## src/rtl/ebus_pkg.sv

```systemverilog
package ebus_pkg;
    // machine cycle geometry
    localparam int PH_N    = 12;
    localparam int PH_W    = $clog2(PH_N);
    localparam int ADDR_W  = 16;
    localparam int BYTE_W  = 8;
    localparam int KIND_W  = 2;

    // slot positions within the machine cycle (oscillator clocks)
    localparam int ALE_A    = 0;   // first latch pulse
    localparam int ALE_B    = 6;   // second latch pulse
    localparam int ALE_LEN  = 2;
    localparam int ADR_LEN  = 3;   // low address held on low port
    localparam int PSEN_A   = 3;
    localparam int PSEN_B   = 9;
    localparam int PSEN_LEN = 3;
    localparam int STB_AT   = 5;   // read/write strobe start
    localparam int STB_LEN  = 6;
    localparam int WD_AT    = 4;   // write data launch
    localparam int WD_LEN   = PH_N - WD_AT;

    localparam logic [PH_W-1:0] PH_LAST = PH_W'(PH_N - 1);

    typedef enum logic [KIND_W-1:0] {
        CYC_FETCH = 2'b00,
        CYC_READ  = 2'b01,
        CYC_WRITE = 2'b10,
        CYC_IDLE  = 2'b11
    } cyc_e;

    typedef struct packed {
        cyc_e              kind;
        logic [ADDR_W-1:0] addr;
        logic [BYTE_W-1:0] wdata;
    } xfer_t;

    function automatic logic in_win(input logic [PH_W-1:0] p, input int start, input int len);
        return (int'(p) >= start) && (int'(p) < start + len);
    endfunction

    function automatic logic is_last(input logic [PH_W-1:0] p, input int start, input int len);
        return int'(p) == start + len - 1;
    endfunction
endpackage

```

## src/rtl/ebus_phase_ctr.sv

```systemverilog
module ebus_phase_ctr
    import ebus_pkg::*;
(
    input  logic            clk,
    input  logic            rst,
    output logic [PH_W-1:0] phase,
    output logic            last
);
    assign last = (phase == PH_LAST);

    always_ff @(posedge clk) begin
        if (rst || last) phase <= '0;
        else             phase <= phase + 1'b1;
    end

    AST_WRAP_TO_ZERO: assert property (@(posedge clk) disable iff (rst)
        last |=> (phase == '0));
endmodule

```

## src/rtl/ebus_xfer_ctl.sv

```systemverilog
module ebus_xfer_ctl
    import ebus_pkg::*;
(
    input  logic              clk,
    input  logic              rst,
    input  logic [PH_W-1:0]   phase,
    input  logic              last,
    input  logic              req_valid,
    input  logic [KIND_W-1:0] req_kind,
    input  logic [ADDR_W-1:0] req_addr,
    input  logic [BYTE_W-1:0] req_wdata,
    input  logic [BYTE_W-1:0] ad_in,
    output xfer_t             cur,
    output logic              done,
    output logic [2*BYTE_W-1:0] rdata
);
    logic              take;
    logic [BYTE_W-1:0] rd_lo, rd_hi;
    logic              smp_f0, smp_f1, smp_rd;

    assign take   = req_valid && (cyc_e'(req_kind) != CYC_IDLE);
    assign smp_f0 = (cur.kind == CYC_FETCH) && is_last(phase, PSEN_A, PSEN_LEN);
    assign smp_f1 = (cur.kind == CYC_FETCH) && is_last(phase, PSEN_B, PSEN_LEN);
    assign smp_rd = (cur.kind == CYC_READ)  && is_last(phase, STB_AT, STB_LEN);
    assign rdata  = {rd_hi, rd_lo};

    always_ff @(posedge clk) begin
        if (rst) begin
            cur   <= '{kind: CYC_IDLE, addr: '0, wdata: '0};
            done  <= 1'b0;
            rd_lo <= '0;
            rd_hi <= '0;
        end else begin
            done <= last && (cur.kind != CYC_IDLE);
            if (last) begin
                if (take) cur <= '{kind: cyc_e'(req_kind), addr: req_addr, wdata: req_wdata};
                else      cur.kind <= CYC_IDLE;
            end
            if (smp_f0) rd_lo <= ad_in;
            if (smp_f1) rd_hi <= ad_in;
            if (smp_rd) begin
                rd_lo <= ad_in;
                rd_hi <= '0;
            end
        end
    end

    AST_DONE_SINGLE: assert property (@(posedge clk) disable iff (rst)
        done |=> !done);
    AST_DONE_AT_START: assert property (@(posedge clk) disable iff (rst)
        done |-> (phase == '0));
endmodule

```

## src/rtl/ebus_wave.sv

```systemverilog
module ebus_wave
    import ebus_pkg::*;
(
    input  logic [PH_W-1:0]   phase,
    input  xfer_t             cur,
    input  logic              ale_quiet,
    output logic              ale,
    output logic              psen_n,
    output logic              rd_n,
    output logic              wr_n,
    output logic [BYTE_W-1:0] ad_out,
    output logic              ad_oe,
    output logic [BYTE_W-1:0] ahi_out
);
    logic              acc, fetch, second;
    logic [ADDR_W-1:0] nxt;

    assign acc    = (cur.kind != CYC_IDLE);
    assign fetch  = (cur.kind == CYC_FETCH);
    assign second = (int'(phase) >= ALE_B);
    assign nxt    = cur.addr + 1'b1;

    always_comb begin
        ale = 1'b0;
        if (in_win(phase, ALE_A, ALE_LEN)) ale = acc || !ale_quiet;
        if (in_win(phase, ALE_B, ALE_LEN)) ale = fetch || (!acc && !ale_quiet);

        psen_n = !(fetch && (in_win(phase, PSEN_A, PSEN_LEN) || in_win(phase, PSEN_B, PSEN_LEN)));
        rd_n   = !((cur.kind == CYC_READ)  && in_win(phase, STB_AT, STB_LEN));
        wr_n   = !((cur.kind == CYC_WRITE) && in_win(phase, STB_AT, STB_LEN));

        ad_oe  = 1'b0;
        ad_out = '0;
        if (acc && in_win(phase, ALE_A, ADR_LEN)) begin
            ad_oe  = 1'b1;
            ad_out = cur.addr[BYTE_W-1:0];
        end else if (fetch && in_win(phase, ALE_B, ADR_LEN)) begin
            ad_oe  = 1'b1;
            ad_out = nxt[BYTE_W-1:0];
        end else if ((cur.kind == CYC_WRITE) && in_win(phase, WD_AT, WD_LEN)) begin
            ad_oe  = 1'b1;
            ad_out = cur.wdata;
        end

        ahi_out = (fetch && second) ? nxt[ADDR_W-1 -: BYTE_W] : cur.addr[ADDR_W-1 -: BYTE_W];
    end
endmodule

```

## src/rtl/ext_bus_seq.sv

```systemverilog
module ext_bus_seq
    import ebus_pkg::*;
(
    input  logic                clk,
    input  logic                rst,
    input  logic                ale_quiet,
    input  logic                req_valid,
    input  logic [KIND_W-1:0]   req_kind,
    input  logic [ADDR_W-1:0]   req_addr,
    input  logic [BYTE_W-1:0]   req_wdata,
    output logic                req_ready,
    output logic                done,
    output logic [2*BYTE_W-1:0] rdata,
    output logic                ale,
    output logic                psen_n,
    output logic                rd_n,
    output logic                wr_n,
    output logic [BYTE_W-1:0]   ad_out,
    output logic                ad_oe,
    input  logic [BYTE_W-1:0]   ad_in,
    output logic [BYTE_W-1:0]   ahi_out
);
    logic [PH_W-1:0] phase;
    logic            last;
    xfer_t           cur;

    ebus_phase_ctr i_phase (
        .clk   (clk),
        .rst   (rst),
        .phase (phase),
        .last  (last)
    );

    ebus_xfer_ctl i_ctl (
        .clk       (clk),
        .rst       (rst),
        .phase     (phase),
        .last      (last),
        .req_valid (req_valid),
        .req_kind  (req_kind),
        .req_addr  (req_addr),
        .req_wdata (req_wdata),
        .ad_in     (ad_in),
        .cur       (cur),
        .done      (done),
        .rdata     (rdata)
    );

    ebus_wave i_wave (
        .phase     (phase),
        .cur       (cur),
        .ale_quiet (ale_quiet),
        .ale       (ale),
        .psen_n    (psen_n),
        .rd_n      (rd_n),
        .wr_n      (wr_n),
        .ad_out    (ad_out),
        .ad_oe     (ad_oe),
        .ahi_out   (ahi_out)
    );

    assign req_ready = last;

    AST_READY_SPACED: assert property (@(posedge clk) disable iff (rst)
        req_ready |=> !req_ready);
    AST_DONE_AFTER_READY: assert property (@(posedge clk) disable iff (rst)
        done |-> $past(req_ready));
    AST_ONE_STROBE: assert property (@(posedge clk) disable iff (rst)
        $onehot0({!psen_n, !rd_n, !wr_n}));
    AST_PSEN_AFTER_ALE: assert property (@(posedge clk) disable iff (rst)
        $fell(psen_n) |-> (!$past(ale) && $past(ale, 2)));
    AST_RD_WIDTH: assert property (@(posedge clk) disable iff (rst)
        $rose(rd_n) |-> (!$past(rd_n) && !$past(rd_n, 6) && $past(rd_n, 7)));
    AST_WR_WIDTH: assert property (@(posedge clk) disable iff (rst)
        $rose(wr_n) |-> (!$past(wr_n) && !$past(wr_n, 6) && $past(wr_n, 7)));
    AST_WR_DATA_DRIVEN: assert property (@(posedge clk) disable iff (rst)
        (!wr_n || $rose(wr_n)) |-> ad_oe);
    AST_READ_FLOATS: assert property (@(posedge clk) disable iff (rst)
        !rd_n |-> !ad_oe);
    AST_QUIET_IDLE: assert property (@(posedge clk) disable iff (rst)
        (ale_quiet && psen_n && rd_n && wr_n && !ad_oe) |-> !ale);
endmodule

```

## config.mk

```make
export PLATFORM = sky130hd
export DESIGN_NAME = ext_bus_seq
export DESIGN_NICKNAME = d
export VERILOG_FILES = /design/src/rtl/ebus_pkg.sv /design/src/rtl/ebus_phase_ctr.sv /design/src/rtl/ebus_xfer_ctl.sv /design/src/rtl/ebus_wave.sv /design/src/rtl/ext_bus_seq.sv
export SDC_FILE = /design/constraint.sdc
export NUM_CORES = 1
export LEC_CHECK = 0
export ABC_AREA = 1
export BUFFER_PORTS_ARGS = -buffer_cell sky130_fd_sc_hd__buf_2
export CORE_ASPECT_RATIO = 1.25
export CORE_MARGIN = 3
export CORE_UTILIZATION = 25
export DETAILED_ROUTE_END_ITERATION = 8
export PLACE_DENSITY = 0.49
export SKIP_LAST_GASP = 1
export SYNTH_ARGS = -nofsm -noshare
export SYNTH_HDL_FRONTEND = slang
export SYNTH_SLANG_ARGS = --single-unit
```

## constraint.sdc

```tcl
create_clock -name clk -period 2.1 [get_ports clk]
set_clock_uncertainty 0.05 [all_clocks]
set_input_delay 0.42 -clock clk [delete_from_list [all_inputs] [get_ports clk]]
set_output_delay 0.42 -clock clk [all_outputs]
set_load 0.05 [all_outputs]
```

* Yosys cells after proc, flatten, opt, wreduce, memory -nomap -nowiden
Index checks and enable logic that the tools add are counted.
** Storage, ports and cells
- Output and inout port bits :: 39
- Input bits :: 38
- Word-level logic and storage cells :: 73
- Flip-flop bits (word level) :: 47
** Operators by class
- Equality and inequality tests :: 8
- Magnitude comparators :: 12
- Add/sub/neg operators :: 2
- Multiplexer cells :: 12
- Reductions and logical operators :: 32
** Operator list (number)
- 8-bit 2-to-1 mux :: 6
- 1-bit logical AND :: 19
- 16-bit by 1-bit adder with 16-bit output, second input constant :: 1
- 4-bit equality test, second input constant :: 4
- 4-bit less-than comparator, second input constant :: 4
- 4-bit by 3-bit greater-or-equal comparator with 1-bit output, second input constant :: 3
- 4-bit by 2-bit less-than comparator with 1-bit output, second input constant :: 2
- 1-bit logical NOT :: 5
- 1-bit 2-to-1 mux :: 5
- 4-bit by 1-bit adder with 4-bit output, second input constant :: 1
- 4-bit by 2-bit greater-or-equal comparator with 1-bit output, second input constant :: 1
- 4-bit greater-or-equal comparator, second input constant :: 1
- 1-bit logical OR :: 4
- 4-bit by 3-bit less-than comparator with 1-bit output, second input constant :: 1
- 2-bit inequality test, second input constant :: 2
- 2-bit by 1-bit equality test with 1-bit output, second input constant :: 1
- 2-bit equality test, second input constant :: 1
- 2-bit logical NOT :: 1
- 2-bit 2-to-1 mux :: 1
- 2-bit AND reduction :: 1
- 2-bit nonzero test :: 1
- 2-bit OR reduction :: 1

* Logic depth before layout (Yosys ltp)
- Word-level depth :: 6
- Mapped depth :: 9
- Depth with buffers taken out :: 9

* Cells and area by module
A second synthesis with hierarchy kept.
** Second synthesis, totals
- Cells, all modules :: 422
- Area total of the unflattened synthesis :: 2780.2 um2
** By module, submodules not included
- ebus_xfer_ctl :: area an instance 1661.6 um2, cells an instance 215, seq. area each 860.8 um2, instances 1
- ebus_wave :: area an instance 949.7 um2, cells an instance 186, seq. area each 0.0 um2, instances 1
- ebus_phase_ctr :: area an instance 168.9 um2, cells an instance 21, seq. area each 80.1 um2, instances 1

* Worst setup path before layout
Ideal clock, no wire load.
- Path type :: register to output
- Start :: register i_phase.phase[3]
- End :: output ahi_out[6]
- Data required time :: 1630 ps
- Buffers on the path :: 0
- Setup slack :: -617 ps
- Arrival :: 2247 ps
- Cell stages (with the launch flop) :: 8
- Cell sequence :: dfxtp_1 > inv_1 > ha_1 > a21oi_1 > nand2_2 > nand2_4 > inv_1 > o21ai_0
** Between the ends
- Cells in the longest elaborated chain, start to end :: 3
** RTL lines
- start, declared :: line ebus_phase_ctr.sv:6 : output logic [PH_W-1:0] phase,
- start signal, assigned :: line ebus_phase_ctr.sv:13 : else phase <= phase + 1'b1;
- 4-bit by 3-bit greater-or-equal comparator with 1-bit output :: line ebus_wave.sv:20 : assign second = (int'(phase) >= ALE_B);
- 1-bit logical AND :: line ebus_wave.sv:45 : ahi_out = (fetch && second) ? nxt[ADDR_W-1 -: BYTE_W] : cur.addr[ADDR_W-1 -: BYTE_W];
- 8-bit 2-to-1 mux :: line ebus_wave.sv:45
- end, declared :: line ext_bus_seq.sv:21 : output logic [BYTE_W-1:0] ahi_out
Every way passes these cells.

* Final worst setup path
- Start :: register i_phase.phase[3]
- End :: output ahi_out[5]
Same word-level chain as after synthesis.

==> results_tabular.tex <==
\begin{tabular}{lr}
\hline
Metric & Value \\
\hline
\multicolumn{2}{l}{\textbf{Run status}} \\
Outcome & complete, but fails checks \\
Violations in the final reports & setup timing \\
\multicolumn{2}{l}{\textbf{Synthesis}} \\
Syn Nets & 435 \\
Primary flip-flop cell chosen by synthesis mapping & sky130\_fd\_sc\_hd\_\_dfxtp\_1 \\
Flip-flop and latch count after synthesis & 47 \\
Number of warnings issued by yosys & 0 \\
Cells taking the most area after synthesis & sky130\_fd\_sc\_hd\_\_dfxtp\_1 (37\%), sky130\_fd\_sc\_hd\_\_nor2\_1 (13\%), sky130\_fd\_sc\_hd\_\_nand2\_1 (12\%) \\
Number of synthesized flops with an enable pin & 0 \\
Unique cell type count in the Yosys netlist & 29 \\
Mean instance size in the synthesized netlist & 6.56 um2 \\
Yosys top cell by area & sky130\_fd\_sc\_hd\_\_dfxtp\_1 \\
Area share of the largest cell type after synthesis & 0.370 \\
Most frequent cells after synthesis & sky130\_fd\_sc\_hd\_\_nor2\_1 (88), sky130\_fd\_sc\_hd\_\_nand2\_1 (81), sky130\_fd\_sc\_hd\_\_o21ai\_0 (50) \\
Most frequently used cell type in the post-synthesis netlist & sky130\_fd\_sc\_hd\_\_nor2\_1 \\
Summed instance area of the synthesized netlist & 2540 um2 \\
Portion of the post-synthesis area used by sequential elements & 0.370 \\
Count of mapped cells out of synthesis & 388 \\
Post-synthesis async set-or-reset flop share & 0 \\
\multicolumn{2}{l}{\textbf{Clocking}} \\
TritonCTS Buffers & 5 \\
Number of levels the H-tree was split into & 2 \\
Clock Tree Root & sky130\_fd\_sc\_hd\_\_clkbuf\_16 \\
Clock transition at path regs & 0.07 ns \\
Clock tree from TritonCTS & done \\
Insertion delay of the later-clocked pin in the worst-skew pair & 0.29 ns \\
Deepest clock path buffer count & 2 \\
Number of clock sinks seen by CTS & 47 \\
\multicolumn{2}{l}{\textbf{Finish}} \\
Cell area after layout & 3970 um2 \\
Multi-input logic area & 1660 um2 \\
Final antenna diode count & 0 \\
Final nets & 547 \\
Number of standard cells in the final layout excluding fillers & 627 \\
Fraction of final layout cells sized beyond drive strength 1 & 0.379 \\
Fillcell total & 1,057 \\
Fin util & 0.407 \\
Area taken by flip-flops and latches & 955 um2 \\
Synth-to-Final Area Change & 56.2\% \\
\multicolumn{2}{l}{\textbf{Setup path}} \\
Kind of start point of the critical path & flip-flop \\
Worst Path Required & 1.63 ns \\
Critical path's largest stage delay & 0.37 ns \\
Maximum fanout count along the critical path & 4 \\
CP Buf/Inv Count & 3 \\
Crit-path cells & inv\_4 > ha\_4 > a21oi\_4 > nand2\_4 > nand2\_4 > buf\_6 > nor2\_4 > nand2\_1 > nand2\_1 > nand2\_1 > buf\_6 \\
CP most frequent cell & sky130\_fd\_sc\_hd\_\_nand2\_1 \\
Worst setup path class & flip-flop to output pin \\
Crit path arrival time & 1.76 ns \\
Critical Path Sink Type & output pin \\
CP top delay family & simple AND/OR/NAND/NOR gates \\
Slowest-stage cell, CP & sky130\_fd\_sc\_hd\_\_dfxtp\_4 \\
\multicolumn{2}{l}{\textbf{Global route}} \\
Pin count of the biggest net entering global routing & 25 \\
All-layer global routing usage & 0.146 \\
Via count of the first global-routing pass & 2,831 \\
First-pass GRT wire length & 13,300 um \\
Antenna violations before repair & 0 \\
Total grt overflow & 0 \\
\multicolumn{2}{l}{\textbf{Routing}} \\
Met2 wirelength from detailed routing & 4380 um \\
Wire length on met1 & 3350 um \\
Final wirelength & 8200 um \\
Highest metal layer with signal wires & met4 \\
Average wire length per cell after detail routing & 13.1 um \\
Post-detailed-route count of antenna-violating nets & 0 \\
Routed length on met3 & 401 um \\
Number of detailed-routing iterations run before antenna repair & 4 \\
Starting DRT DRC Count & 87 \\
Residual DRC count & 0 \\
Vias/cell & 4.50 \\
Via total after detailed routing & 2,821 \\
\multicolumn{2}{l}{\textbf{Place}} \\
I/O Buffers & 76 \\
Post-place setup slack & -0.0914 ns \\
Instance area at placement & 3370 um2 \\
DP Cell Count & 613 \\
Final HPWL from detailed placement & 6400 um \\
Final weighted congestion in routability-driven placement & 0.824 \\
\multicolumn{2}{l}{\textbf{Power}} \\
Power density of the placed cells & 504 nW/um2 \\
Post-layout total power & 2.00 mW \\
IR drop worst, VDD & 377 uV \\
Leakage power figure & 1.82 nW \\
\multicolumn{2}{l}{\textbf{Timing}} \\
Final worst setup slack & -0.126 ns \\
Worst slew slack as a fraction of its limit & 0.799 \\
Setup Viol. Count Final & 18 \\
Worst Hold Slack & 0.318 ns \\
Setup repair after global routing missed its margin & yes \\
Clock period minus worst slack & 2.23 ns \\
Period Utilization, post-route & 1.06 \\
Max Transition Viols Final & 0 \\
Count of endpoints failing hold in the final timing report & 0 \\
Transition time at the pin with the least slew margin & 0.301 ns \\
Fmax & 449 MHz \\
Setup TNS & -1.65 ns \\
\multicolumn{2}{l}{\textbf{Floorplanning}} \\
DIE AREA & 11,400 um2 \\
Initial core utilization & 0.261 \\
Area of the core region & 9760 um2 \\
Standard-cell rows & 40 \\
Total I/O pin count & 77 \\
Die width & 96.2 um \\
Height of the chip & 119 um \\
\multicolumn{2}{l}{\textbf{Worst hold path}} \\
Hold crit path type & primary input to flip-flop \\
\multicolumn{2}{l}{\textbf{Job}} \\
Max\_cap viols & 0 \\
\hline
\end{tabular}
-- final cells by class --
| cell class | instances | area share |
|---|---|---|
| inverters | 31 | 0.0309 |
| flip-flops and latches | 47 | 0.240 |
| clock buffers | 5 | 0.0315 |
| well taps | 126 | 0.0397 |
| multi-input cells | 299 | 0.418 |
| clock inverters | 3 | 0.0120 |
| repair buffers | 116 | 0.228 |
-- where the power goes --
group	internal [mW]	total [mW]	switching [mW]
Sequential	0.895	0.901	0.00607
Clock	0.568	0.923	0.355
Combinational	0.0845	0.177	0.0926
Total	1.55	2.00	0.454
-- metal layers --
layer,up-vias,GRT usage
met5,-,0
met4,0,0.0240
met3,7,0.0344
li1,1473,-
met2,65,0.273
met1,1276,0.164
-- tightest hold or removal path, stage by stage --
cell	delay, ns
sky130_fd_sc_hd__buf_2	0.09
sky130_fd_sc_hd__nor2_1	0.04
sky130_fd_sc_hd__nor2_1	0.08
-- cells in the final DEF (no fill, tap or decap), drive strengths merged, types with 2 or more instances in the layout --
master  instances
buf           116
clkbuf          5
nand3          20
nand4           6
nand2          85
o21ai          50
dfxtp          47
ha              9
inv            31
nand3b          3
nor2           90
xor2            3
xnor2           3
nor3            3
clkinv          2
a21oi          22
-- state kept, by name, indices dropped and copies added, names as in the netlist --
register,flops
i_phase.phase,4
i_ctl.cur,26
i_ctl.rd_lo,8
i_ctl.done,1
i_ctl.rd_hi,8
-- final timing paths --
check,cells past startpoint,startpoint,end,slack (ns)
worst max-delay path,11,i_phase.phase[3]$_SDFF_PP0_,ahi_out[5],-0.13
worst min-delay path,3,ad_in[5],i_ctl.rd_lo[5]$_SDFFE_PP0P_,0.32
worst max register to register,9,i_phase.phase[2]$_SDFF_PP0_,i_ctl.cur[8]$_SDFFE_PP0P_,0.22
worst min register to register,1,i_phase.phase[0]$_SDFF_PP0_,i_phase.phase[0]$_SDFF_PP0_,0.40
-- kinds of logic after synthesis --
family                     share of synthesized area
AOI/OAI and AO/OA                              0.152
xor gates and xnor gates                      0.0207
adders and majority gates                     0.0443
buffers and inverters                         0.0679
DFF                                            0.370
and+or+nand+nor                                0.346
-- repair_timing --
action                     in CTS  in global routing
hold endpoints to repair        0                  0
pin swaps                      12                  8
hold buffers                    0                  0
setup endpoints to repair      22                 22
resized for setup             108                 17
setup buffers                   1                  5
No activity file was read; power rests on OpenSTA's default activity.
